[src/rtl/mmu_disp_pkg.sv]
package mmu_disp_pkg;
  localparam int STS_MISS  = 0;
  localparam int STS_FAULT = 1;
  localparam int STS_DBG   = 2;
  localparam int STS_W     = 3;

  localparam logic [1:0] ADDR_STS = 2'd0;
  localparam logic [1:0] ADDR_EN  = 2'd1;
  localparam logic [1:0] ADDR_CTL = 2'd2;
  localparam logic [1:0] ADDR_GP  = 2'd3;

  localparam int CTL_WALK   = 1;
  localparam int CTL_DBGUPD = 3;
  localparam int GP_OVR     = 0;

  typedef struct packed {
    logic             capture;
    logic             rspLkp;
    logic             rspWalk;
    logic             rspErr;
    logic             refill;
    logic [STS_W-1:0] setSts;
    logic             evt;
  } ctlStrobe_t;

  typedef enum logic [1:0] {ST_IDLE, ST_WALK, ST_STALL} dispState_t;
endpackage

[src/rtl/mmu_disp_ctl.sv]
module mmu_disp_ctl
  import mmu_disp_pkg::*;
(
  input  logic       clk,
  input  logic       rstN,
  input  logic       lkpValid,
  input  logic       lkpHit,
  input  logic       lkpDebug,
  input  logic       walkDone,
  input  logic       walkOk,
  input  logic       reqDbg,
  input  logic       cfgWalkEn,
  input  logic       cfgDbgUpd,
  input  logic       cfgOvr,
  input  logic       stsAny,
  output ctlStrobe_t strb,
  output logic       lkpReady,
  output logic       stall,
  output logic       walkReq
);
  dispState_t stQ, stNxt;

  always_ff @(posedge clk or negedge rstN) begin
    if (!rstN) stQ <= ST_IDLE;
    else       stQ <= stNxt;
  end

  always_comb begin
    strb  = '0;
    stNxt = stQ;
    case (stQ)
      ST_IDLE: begin
        if (lkpValid) begin
          strb.capture = 1'b1;
          if (lkpHit) begin
            strb.rspLkp = 1'b1;
          end else if (cfgWalkEn) begin
            stNxt = ST_WALK;
          end else begin
            strb.setSts[STS_DBG]  = lkpDebug;
            strb.setSts[STS_MISS] = !lkpDebug;
            if (cfgOvr) begin
              strb.rspErr = 1'b1;
              strb.evt    = 1'b1;
            end else begin
              stNxt = ST_STALL;
            end
          end
        end
      end
      ST_WALK: begin
        if (walkDone) begin
          stNxt = ST_IDLE;
          if (walkOk) begin
            strb.rspWalk = 1'b1;
            strb.refill  = !reqDbg || cfgDbgUpd;
          end else if (reqDbg) begin
            strb.rspErr = 1'b1;
            strb.evt    = cfgOvr;
          end else begin
            strb.setSts[STS_FAULT] = 1'b1;
            if (cfgOvr) begin
              strb.rspErr = 1'b1;
              strb.evt    = 1'b1;
            end else begin
              stNxt = ST_STALL;
            end
          end
        end
      end
      ST_STALL: begin
        if (!stsAny) stNxt = ST_IDLE;
      end
      default: stNxt = ST_IDLE;
    endcase
  end

  assign lkpReady = (stQ == ST_IDLE);
  assign stall    = (stQ == ST_STALL);
  assign walkReq  = (stQ == ST_WALK);
endmodule

[src/rtl/mmu_disp_dp.sv]
module mmu_disp_dp
  import mmu_disp_pkg::*;
#(
  parameter int VA_W  = 20,
  parameter int PA_W  = 20,
  parameter int REG_W = 8
) (
  input  logic             clk,
  input  logic             rstN,
  input  ctlStrobe_t       strb,
  input  logic             lkpDebug,
  input  logic [VA_W-1:0]  lkpVaddr,
  input  logic [PA_W-1:0]  lkpPaddr,
  input  logic [PA_W-1:0]  walkPaddr,
  input  logic             regWrEn,
  input  logic [1:0]       regAddr,
  input  logic [REG_W-1:0] regWrData,
  output logic             reqDbg,
  output logic [VA_W-1:0]  walkVaddr,
  output logic             rspValid,
  output logic             rspErr,
  output logic [PA_W-1:0]  rspPaddr,
  output logic             refillEn,
  output logic [VA_W-1:0]  refillVaddr,
  output logic [PA_W-1:0]  refillPaddr,
  output logic [REG_W-1:0] regRdData,
  output logic             irq,
  output logic             faultEvt,
  output logic             cfgWalkEn,
  output logic             cfgDbgUpd,
  output logic             cfgOvr,
  output logic             stsAny
);
  localparam int PAD_W = REG_W - STS_W;

  logic [VA_W-1:0]  vaQ;
  logic             dbgQ;
  logic [STS_W-1:0] stsQ, enQ, stsClr;
  logic [REG_W-1:0] ctlQ, gpQ;

  always_ff @(posedge clk or negedge rstN) begin
    if (!rstN) begin
      vaQ  <= '0;
      dbgQ <= 1'b0;
    end else if (strb.capture) begin
      vaQ  <= lkpVaddr;
      dbgQ <= lkpDebug;
    end
  end

  assign stsClr = (regWrEn && regAddr == ADDR_STS) ? regWrData[STS_W-1:0] : '0;

  always_ff @(posedge clk or negedge rstN) begin
    if (!rstN) begin
      stsQ <= '0;
      enQ  <= '0;
      ctlQ <= '0;
      gpQ  <= '0;
    end else begin
      stsQ <= (stsQ & ~stsClr) | strb.setSts;
      if (regWrEn) begin
        case (regAddr)
          ADDR_EN:  enQ  <= regWrData[STS_W-1:0];
          ADDR_CTL: ctlQ <= regWrData;
          ADDR_GP:  gpQ  <= regWrData;
          default:  ;
        endcase
      end
    end
  end

  always_comb begin
    case (regAddr)
      ADDR_STS: regRdData = {{PAD_W{1'b0}}, stsQ};
      ADDR_EN:  regRdData = {{PAD_W{1'b0}}, enQ};
      ADDR_CTL: regRdData = ctlQ;
      default:  regRdData = gpQ;
    endcase
  end

  always_ff @(posedge clk or negedge rstN) begin
    if (!rstN) begin
      rspValid    <= 1'b0;
      rspErr      <= 1'b0;
      rspPaddr    <= '0;
      refillEn    <= 1'b0;
      refillVaddr <= '0;
      refillPaddr <= '0;
      faultEvt    <= 1'b0;
    end else begin
      rspValid <= strb.rspLkp | strb.rspWalk | strb.rspErr;
      rspErr   <= strb.rspErr;
      rspPaddr <= strb.rspLkp ? lkpPaddr : (strb.rspWalk ? walkPaddr : '0);
      refillEn <= strb.refill;
      faultEvt <= strb.evt;
      if (strb.refill) begin
        refillVaddr <= vaQ;
        refillPaddr <= walkPaddr;
      end
    end
  end

  assign reqDbg    = dbgQ;
  assign walkVaddr = vaQ;
  assign irq       = |(stsQ & enQ);
  assign stsAny    = |stsQ;
  assign cfgWalkEn = ctlQ[CTL_WALK];
  assign cfgDbgUpd = ctlQ[CTL_DBGUPD];
  assign cfgOvr    = gpQ[GP_OVR];
endmodule

[src/rtl/mmu_miss_dispatch.sv]
module mmu_miss_dispatch
  import mmu_disp_pkg::*;
#(
  parameter int VA_W  = 20,
  parameter int PA_W  = 20,
  parameter int REG_W = 8
) (
  input  logic             clk,
  input  logic             rstN,
  input  logic             lkpValid,
  output logic             lkpReady,
  input  logic             lkpHit,
  input  logic             lkpDebug,
  input  logic [VA_W-1:0]  lkpVaddr,
  input  logic [PA_W-1:0]  lkpPaddr,
  output logic             rspValid,
  output logic             rspErr,
  output logic [PA_W-1:0]  rspPaddr,
  output logic             stall,
  output logic             walkReq,
  output logic [VA_W-1:0]  walkVaddr,
  input  logic             walkDone,
  input  logic             walkOk,
  input  logic [PA_W-1:0]  walkPaddr,
  output logic             refillEn,
  output logic [VA_W-1:0]  refillVaddr,
  output logic [PA_W-1:0]  refillPaddr,
  input  logic             regWrEn,
  input  logic [1:0]       regAddr,
  input  logic [REG_W-1:0] regWrData,
  output logic [REG_W-1:0] regRdData,
  output logic             irq,
  output logic             faultEvt
);
  ctlStrobe_t strb;
  logic reqDbg, cfgWalkEn, cfgDbgUpd, cfgOvr, stsAny;

  mmu_disp_ctl i_ctl (
    .clk(clk), .rstN(rstN), .lkpValid(lkpValid), .lkpHit(lkpHit),
    .lkpDebug(lkpDebug), .walkDone(walkDone), .walkOk(walkOk),
    .reqDbg(reqDbg), .cfgWalkEn(cfgWalkEn), .cfgDbgUpd(cfgDbgUpd),
    .cfgOvr(cfgOvr), .stsAny(stsAny), .strb(strb), .lkpReady(lkpReady),
    .stall(stall), .walkReq(walkReq)
  );

  mmu_disp_dp #(.VA_W(VA_W), .PA_W(PA_W), .REG_W(REG_W)) i_dp (
    .clk(clk), .rstN(rstN), .strb(strb), .lkpDebug(lkpDebug),
    .lkpVaddr(lkpVaddr), .lkpPaddr(lkpPaddr), .walkPaddr(walkPaddr),
    .regWrEn(regWrEn), .regAddr(regAddr), .regWrData(regWrData),
    .reqDbg(reqDbg), .walkVaddr(walkVaddr), .rspValid(rspValid),
    .rspErr(rspErr), .rspPaddr(rspPaddr), .refillEn(refillEn),
    .refillVaddr(refillVaddr), .refillPaddr(refillPaddr),
    .regRdData(regRdData), .irq(irq), .faultEvt(faultEvt),
    .cfgWalkEn(cfgWalkEn), .cfgDbgUpd(cfgDbgUpd), .cfgOvr(cfgOvr),
    .stsAny(stsAny)
  );
endmodule

[config.mk]
export PLATFORM = sky130hd
export DESIGN_NAME = mmu_miss_dispatch
export DESIGN_NICKNAME = d
export VERILOG_FILES = /design/src/rtl/mmu_disp_pkg.sv /design/src/rtl/mmu_disp_ctl.sv /design/src/rtl/mmu_disp_dp.sv /design/src/rtl/mmu_miss_dispatch.sv
export SDC_FILE = /design/constraint.sdc
export NUM_CORES = 1
export LEC_CHECK = 0
export BUFFER_PORTS_ARGS = -buffer_cell sky130_fd_sc_hd__buf_2
export CAP_MARGIN = 20
export CELL_PAD_IN_SITES_DETAIL_PLACEMENT = 1
export CELL_PAD_IN_SITES_GLOBAL_PLACEMENT = 1
export CORE_ASPECT_RATIO = 0.6
export CORE_UTILIZATION = 35
export DETAILED_ROUTE_END_ITERATION = 10
export HOLD_SLACK_MARGIN = 0.05
export PLACE_DENSITY_LB_ADDON = 0.1
export SYNTH_ARGS = -nofsm -noshare
export SYNTH_HDL_FRONTEND = slang
export SYNTH_SLANG_ARGS = --single-unit
[constraint.sdc]
create_clock -name clk -period 1.5 [get_ports clk]
set_input_delay 0.3 -clock clk [delete_from_list [all_inputs] [get_ports clk]]
set_output_delay 0.3 -clock clk [all_outputs]
set_load 0.05 [all_outputs]
After elaboration in Yosys (flattened, before gate mapping)
Index checks and enable logic that the tools add are counted.
{ "totals": {"regBits": 109, "output_inout_bits": 96, "wordCells": 87} }
{ "classes": {"eq_ne": 10, "muxes": 45, "n_bitwise": 6, "n_reduce_logical": 12} }
{ "ops": {"columns": ["operator", "n"], "rows": [
  ["$mux 20", 2],
  ["$mux 2", 14],
  ["$pmux 8 s3", 1],
  ["$mux 1", 23],
  ["$and 3x3->3", 2],
  ["$eq 2x2->1 const B", 3],
  ["$mux 3", 2],
  ["$ne 2x2->1 const B", 3],
  ["$pmux 2 s3", 1],
  ["$reduce_and 2->1", 3],
  ["$reduce_or 3->1", 2],
  ["$reduce_and 5->1", 1],
  ["$eq 2x1->1 const B", 2],
  ["$logic_not 2->1", 2],
  ["$pmux 1 s2", 2],
  ["$ne 3x2->1 const B", 1],
  ["$not 3->3", 1],
  ["$or 3x3->3", 1],
  ["$logic_not 1->1", 2],
  ["$ne 2x1->1 const B", 1],
  ["$or 1x1->1", 2],
  ["$logic_and 1x1->1", 1],
  ["$logic_or 1x1->1", 1]
]} }

Logic depth before layout (Yosys ltp)
Gate-level depths: netlist (run 1).
{ "depth": {"depth_word": 7, "mapped_depth": 5} }

Hierarchy
From an unflattened synthesis (run 1), not the netlist that was laid out.
{ "hier_totals": {"hier_cells": 277, "hier_area_um2": 4305.4} }
{ "by_module_without_submodules": {"columns": ["module", "n_inst", "cells_per_inst", "area_per_inst_um2", "seq_area_each_um2"], "rows": [
  ["mmu_disp_dp", 1, 252, 4093.9, 2677.6],
  ["mmu_disp_ctl", 1, 25, 211.5, 50.0]
]} }

Worst setup path before layout (run 1)
Ideal clock, no wire load.
{ "synth_path": {"path_type": "input to output", "from": "input regAddr[0]", "to": "output regRdData[3]", "arrival_ns": 1.304, "path_slack_ns": -0.104, "stages": 3, "path_buffers": 1, "path_cell_list": "buf_2 -> mux2i_1 -> nor2b_1"} }
{ "synth_between": {"elab_chain_len": 2} }
{ "synth_rtl": {"columns": ["item", "line", "source"], "rows": [
  ["start: declaration", "mmu_miss_dispatch.sv:29", "input logic [1:0] regAddr,"],
  ["$eq 2x2->1, or another cell as far along", "mmu_disp_dp.sv:73", "case (regAddr)"],
  ["$pmux 8 s3 (*)", "mmu_disp_dp.sv:73", null],
  ["end: declaration", "mmu_miss_dispatch.sv:31", "output logic [REG_W-1:0] regRdData,"]
]} }
Mark *: on every way between the ends. The rest lies on a longest branch, timed or not.

Worst setup path after layout (run 1)
{ "layout_path": {"from": "register i_dp.stsQ[1]", "to": "output regRdData[1]"} }
{ "layout_between": {"elab_chain_len": 1} }
{ "layout_rtl": {"columns": ["item", "line", "source"], "rows": [
  ["start: declaration", "mmu_disp_dp.sv:38", "logic [STS_W-1:0] stsQ, enQ, stsClr;"],
  ["start signal: assignment", "mmu_disp_dp.sv:60", "stsQ <= (stsQ & ~stsClr) | strb.setSts;"],
  ["$pmux 8 s3", "mmu_disp_dp.sv:73", null]
]} }
Every way passes these cells.

==> flow_metrics.tcl, run 1 <==
set metrics [dict create \
    status "complete, but fails checks" \
    violations "setup timing" \
    fill_cells 1252 \
    fmax_mhz 580 \
    ys_seq_area_share_pct 61.2 \
    slew_headroom_pct 76.3 \
    drive_gt1_share_pct 66.8 \
    nets 570 \
    initialDrtViolationCount 130 \
    stdcell_area_um2 6630 \
    diodes 0 \
    most-common-layout-cells "161 x buf_2, 108 x dfrtp_1, 60 x mux2_4" \
    post-dp-hpwl_um 8750 \
    min_period_ps 1720 \
    setup_viol 90 \
    grt_pass1_vias 3346 \
    ir_drop_uv 1160 \
    wl_um 13000 \
    cts_tree "yes" \
    power.density_nw_per_um2 2190 \
    die_w_um 148 \
    slew_viol_final 0 \
    cp_max_fo 4 \
    worstSetupPathType "reg2out" \
    clock_sinks 109 \
    grt_antenna_before_repair 0 \
    path_buf_inv 1 \
    ys_async_sr_fraction_pct 100 \
    reg2reg_slack_ps -170 \
    route.detailed.drc 0 \
    fin_setup_tns_ps -8620 \
    synth_nets 354 \
    rows 31 \
    tightest_slew_ps 356 \
    grt_max_degree 33 \
    grt_usage_pct 19.2 \
    ys_types 32 \
    clk_latency_ps 350 \
    viasPerCell 4.77 \
    hold_ws_ps 179 \
    fin_crit_sh_pct 115 \
    crit_path_max_incr_delay_ps 480 \
    vias 3160 \
    hold_path.class "in2reg" \
    placed_area_um2 5740 \
    coreArea_um2 12200 \
    synth-main-ff-cell "dfrtp_1" \
    io_pins 174 \
    grt_pass1_wl_um 19000 \
    grt-ovfl-total 0 \
    cpMaxStageDelayCell "mux4_2" \
    place_congestion 0.755 \
    synth_edf_count 0 \
    crit_chain "mux4_2, buf_6" \
    synthCells 276 \
    antenna_left 0 \
    area_delta_synth_final_pct 48.8 \
    crit_family "multiplexers" \
    cap_violations 0 \
    clkTransAtPathRegs_ps 70 \
    cp-start-kind "register" \
    required_ps 1200 \
    drt-wirelength-per-cell_um 19.7 \
    synth_area_um2 4460 \
    endpoint_kind "output pin" \
    finClkSkew_ps 5.71 \
    p_leak_nw 3.36 \
    first_pass_iters 4 \
    clockBufferDepth 2 \
    yosys_warnings 0 \
    synth_seq_cells 109 \
    p_total_mw 14.5 \
    pre_cts_ws_ps -47.4 \
    die_h_um 89.4 \
    layout_commonest_cell "buf_2" \
    arrival_ps 1420 \
    hold_violations 0 \
    portBuffers 173 \
    cts_max_level 3 \
    start_util_pct 36.5 \
    cts_made_buffers 9 \
    die_area_um2 13200 \
    avgSynthCellArea_um2 16.2 \
    fin_ws_ps -223 \
    clockRootBuffer "clkbuf_16" \
    rsz0062_at_grt "yes" \
]
-- kinds of logic (layout without fill, tap and decap cells) --
group                  after synthesis  after routing  synth area share (%)
DFF                                109            109                  61.2
buffers and inverters               17            238                  2.41
and+or+nand+nor                     29             29                  4.18
muxes                               87             87                  25.9
AOI/OAI and AO/OA                   34             34                  6.37
-- state kept, by name, indices dropped and copies added (netlist names) --
register,count
i_dp.refillPaddr,20
i_dp.refillVaddr,20
i_dp.rspPaddr,20
i_dp.walkVaddr,20
i_dp.ctlQ,8
i_dp.gpQ,8
i_dp.enQ,3
i_dp.stsQ,3
i_ctl.stQ,2
i_dp.faultEvt,1
i_dp.refillEn,1
i_dp.reqDbg,1
i_dp.rspErr,1
i_dp.rspValid,1
-- what timing repair did --
action                                 4_1_cts  5_1_grt
hold buffers                                 1        0
gates cloned                                 3        5
endpoints found under the hold margin       19        0
setup buffers                                9        5
setup endpoints to repair                   45       97
resized for setup                           46       34
pin swaps                                    0       24
-- cells in the mapped netlist (2+ instances only) --
library cell / instances / share of area (%)
a22o_1: 23 / 4.5
a22oi_1: 2 / 0.34
and2_1: 2 / 0.28
buf_2: 5 / 0.56
buf_4: 2 / 0.34
buf_6: 4 / 1.0
clkbuf_1: 2 / 0.17
dfrtp_1: 109 / 61
inv_1: 4 / 0.34
mux2_2: 40 / 10
mux2_4: 39 / 13
mux2i_1: 5 / 1.1
mux4_2: 3 / 1.5
nand2_1: 8 / 0.67
nand3b_1: 2 / 0.34
nor2_1: 2 / 0.17
nor2b_1: 7 / 0.98
nor3b_1: 2 / 0.34
o21ai_0: 2 / 0.22
-- routing by layer --
metal	vias up	share of wire [%]	track usage, %
met5	-	0	0
met4	0	0.83	5.06
met3	10	5.7	5.56
met2	95	45	29.1
met1	1614	48	27.1
li1	1441	-	-
-- stage by stage --
step | std cells | util, %
6_report | 662 | 54.3
3_3_place_gp | 625 | 47.0
5_1_grt | 662 | 54.3
3_5_place_dp | 625 | 47.0
4_1_cts | 654 | 52.5
2_1_floorplan | 276 | -
-- report_power, final --
part           internal [mW]  switching [mW]
sequential              3.93           0.672
clock                   1.52            1.11
combinational           2.62            4.65
total                   8.08            6.44
-- path summary, 6_finish.rpt --
path / start / to / depth (start not counted)
worst max-delay path: i_dp.stsQ[1] / regRdData[1] / 2
max in group asynchronous: rstN / i_dp.refillVaddr[15] / 3
worst max register to register: i_ctl.stQ[1] / i_dp.refillVaddr[16] / 6
worst min register to register: i_dp.gpQ[4] / i_dp.gpQ[4] / 1
worst min-delay path: lkpPaddr[0] / i_dp.rspPaddr[0] / 2
min in group asynchronous: rstN / i_dp.ctlQ[2] / 2
-- layout make-up --
cell class / count / area (um^2) / area share (%)
flip-flops and latches: 109 / 2730 / 41.1
multi-input cells: 150 / 1750 / 26.4
repair buffers: 218 / 1600 / 24.1
clock buffers: 10 / 239 / 3.60
well taps: 165 / 206 / 3.11
clock inverters: 6 / 95.1 / 1.43
inverters: 4 / 15.0 / 0.226
(Power assumes the default switching activity.)
==> inputs of run 2 (changes only) <==
==> constraint.sdc (replaced) <==
create_clock -name clk -period 1.5 [get_ports clk]
set_input_delay 0.3 -clock clk [delete_from_list [all_inputs] [get_ports clk]]
set_output_delay 0.3 -clock clk [all_outputs]
set_load 0.005 [all_outputs]
==> flow_metrics.tcl, run 2 (synthesis gave the netlist of run 1 again) <==
set metrics [dict create \
    status "complete, but fails checks" \
    violations "setup timing" \
    cp_max_fo 3 \
    fin_setup_tns_ps -5060 \
    place_congestion 0.758 \
    grt_antenna_before_repair 0 \
    fill_cells 1246 \
    arrival_ps 1370 \
    hold_path.class "in2reg" \
    fin_crit_sh_pct 111 \
    die_area_um2 13200 \
    cap_violations 0 \
    finClkSkew_ps 8.00 \
    clockPowerShare_pct 22.5 \
    wl_um 11800 \
    clockBufferDepth 2 \
    min_period_ps 1670 \
    grt_pass1_wl_um 17500 \
    required_ps 1200 \
    clock_sinks 109 \
    cts_max_level 3 \
    p_leak_nw 3.33 \
    slew_viol_final 0 \
    first_pass_iters 5 \
    area_delta_synth_final_pct 45.7 \
    power.density_nw_per_um2 1660 \
    grt_max_degree 35 \
    slew_headroom_pct 70.2 \
    die_w_um 148 \
    rows 31 \
    placed_area_um2 5710 \
    clockRootBuffer "clkbuf_16" \
    nets 575 \
    p_switching_mw 3.11 \
    layout_commonest_cell "buf_2" \
    grt_usage_pct 17.6 \
    ir_drop_uv 531 \
    pwr-share-comb_pct 35.0 \
    grt-ovfl-total 0 \
    diodes 0 \
    route.detailed.drc 0 \
    clk_latency_ps 340 \
    grt_pass1_vias 3206 \
    tightest_slew_ps 445 \
    most-common-layout-cells "172 x buf_2, 106 x dfrtp_1, 60 x mux2_4" \
    drive_gt1_share_pct 65.9 \
    p_seq_share_pct 42.4 \
    setup_viol 63 \
    die_h_um 89.4 \
    p_int_mw 7.70 \
    coreArea_um2 12200 \
    viasPerCell 4.74 \
    rsz0062_at_grt "yes" \
    cp-start-kind "register" \
    endpoint_kind "output pin" \
    antenna_left 0 \
    initialDrtViolationCount 90 \
    start_util_pct 36.5 \
    hold_ws_ps 179 \
    io_pins 174 \
    cts_made_buffers 9 \
    stdcell_area_um2 6500 \
    fmax_mhz 600 \
    worstSetupPathType "reg2out" \
    switching_share_pct 28.8 \
    clkTransAtPathRegs_ps 70 \
    final_util_pct 53.2 \
    hold_violations 0 \
    fin_ws_ps -167 \
    cts_tree "yes" \
    vias 3163 \
    post-dp-hpwl_um 8140 \
    portBuffers 173 \
    drt-wirelength-per-cell_um 17.7 \
]
[run 2: cell types whose count changed in the layout (fill, tap and decap cells not counted), sizes merged]
cell / before / now
clkbuf: 14 / 12
buf: 213 / 219
inv: 5 / 7
bufinv: 2 / 1
[run 2: final timing paths]
check                           depth (start not counted)         start                    to  slack [ps]
max in group asynchronous                               3          rstN     i_dp.walkVaddr[7]         580
worst min-delay path                                    2   lkpPaddr[8]      i_dp.rspPaddr[8]         180
worst max-delay path                                    2  i_dp.stsQ[1]          regRdData[1]        -170
worst min register to register                          1  i_dp.ctlQ[2]          i_dp.ctlQ[2]         510
worst max register to register                          6  i_ctl.stQ[1]  i_dp.refillVaddr[11]        -170
min in group asynchronous                               2          rstN    i_dp.walkVaddr[15]         400
[run 2: critical path: stages (launching register included)]
cell and delay, ps:
dfrtp_1 420, mux4_2 460, buf_2 140
[run 2: repair_timing]
item	4_1_cts	5_1_grt
cloned	2	4
pin swaps	0	9
hold endpoints to repair	21	0
buffers inserted	10	9
endpoints found under the setup margin	41	80
gates resized for setup	10	36
hold buffers	1	0
[run 2: final cells by class]
cell class	count	area, um^2	share of cell area [%]
Clock buffer	9	225	3.47
Clock inverter	7	81.3	1.25
Inverter	4	15.0	0.231
Multi-Input combinational cell	150	1730	26.6
Sequential cell	109	2730	42.0
Tap cell	165	206	3.18
Timing Repair Buffer	223	1510	23.3
[run 2: power groups by stage]
stage	sequential [mW]	combinational [mW]	clock (mW)
2_1_floorplan	4.60	1.58	0
3_3_place_gp	4.59	3.13	0
3_5_place_dp	4.61	3.20	0
4_1_cts	4.56	3.38	2.54
5_1_grt	4.72	4.12	2.62
6_report	4.59	3.78	2.44
[run 2: metrics by stage]
stage | worst slack [ps] | instances | total power, mW
2_1_floorplan | -24.1 | 276 | 6.18
3_3_place_gp | -25.2 | 625 | 7.73
3_5_place_dp | -67.4 | 625 | 7.81
4_1_cts | -177 | 654 | 10.5
5_1_grt | -201 | 667 | 11.5
6_report | -167 | 667 | 10.8
[run 2: layer usage]
layer  GRT usage (%)  up-vias  wire, um
met3            6.53       10       893
met4            4.22        0        93
met5               0        -         0
li1                -     1440         -
met1            24.1     1597      5540
met2            26.6      116      5280
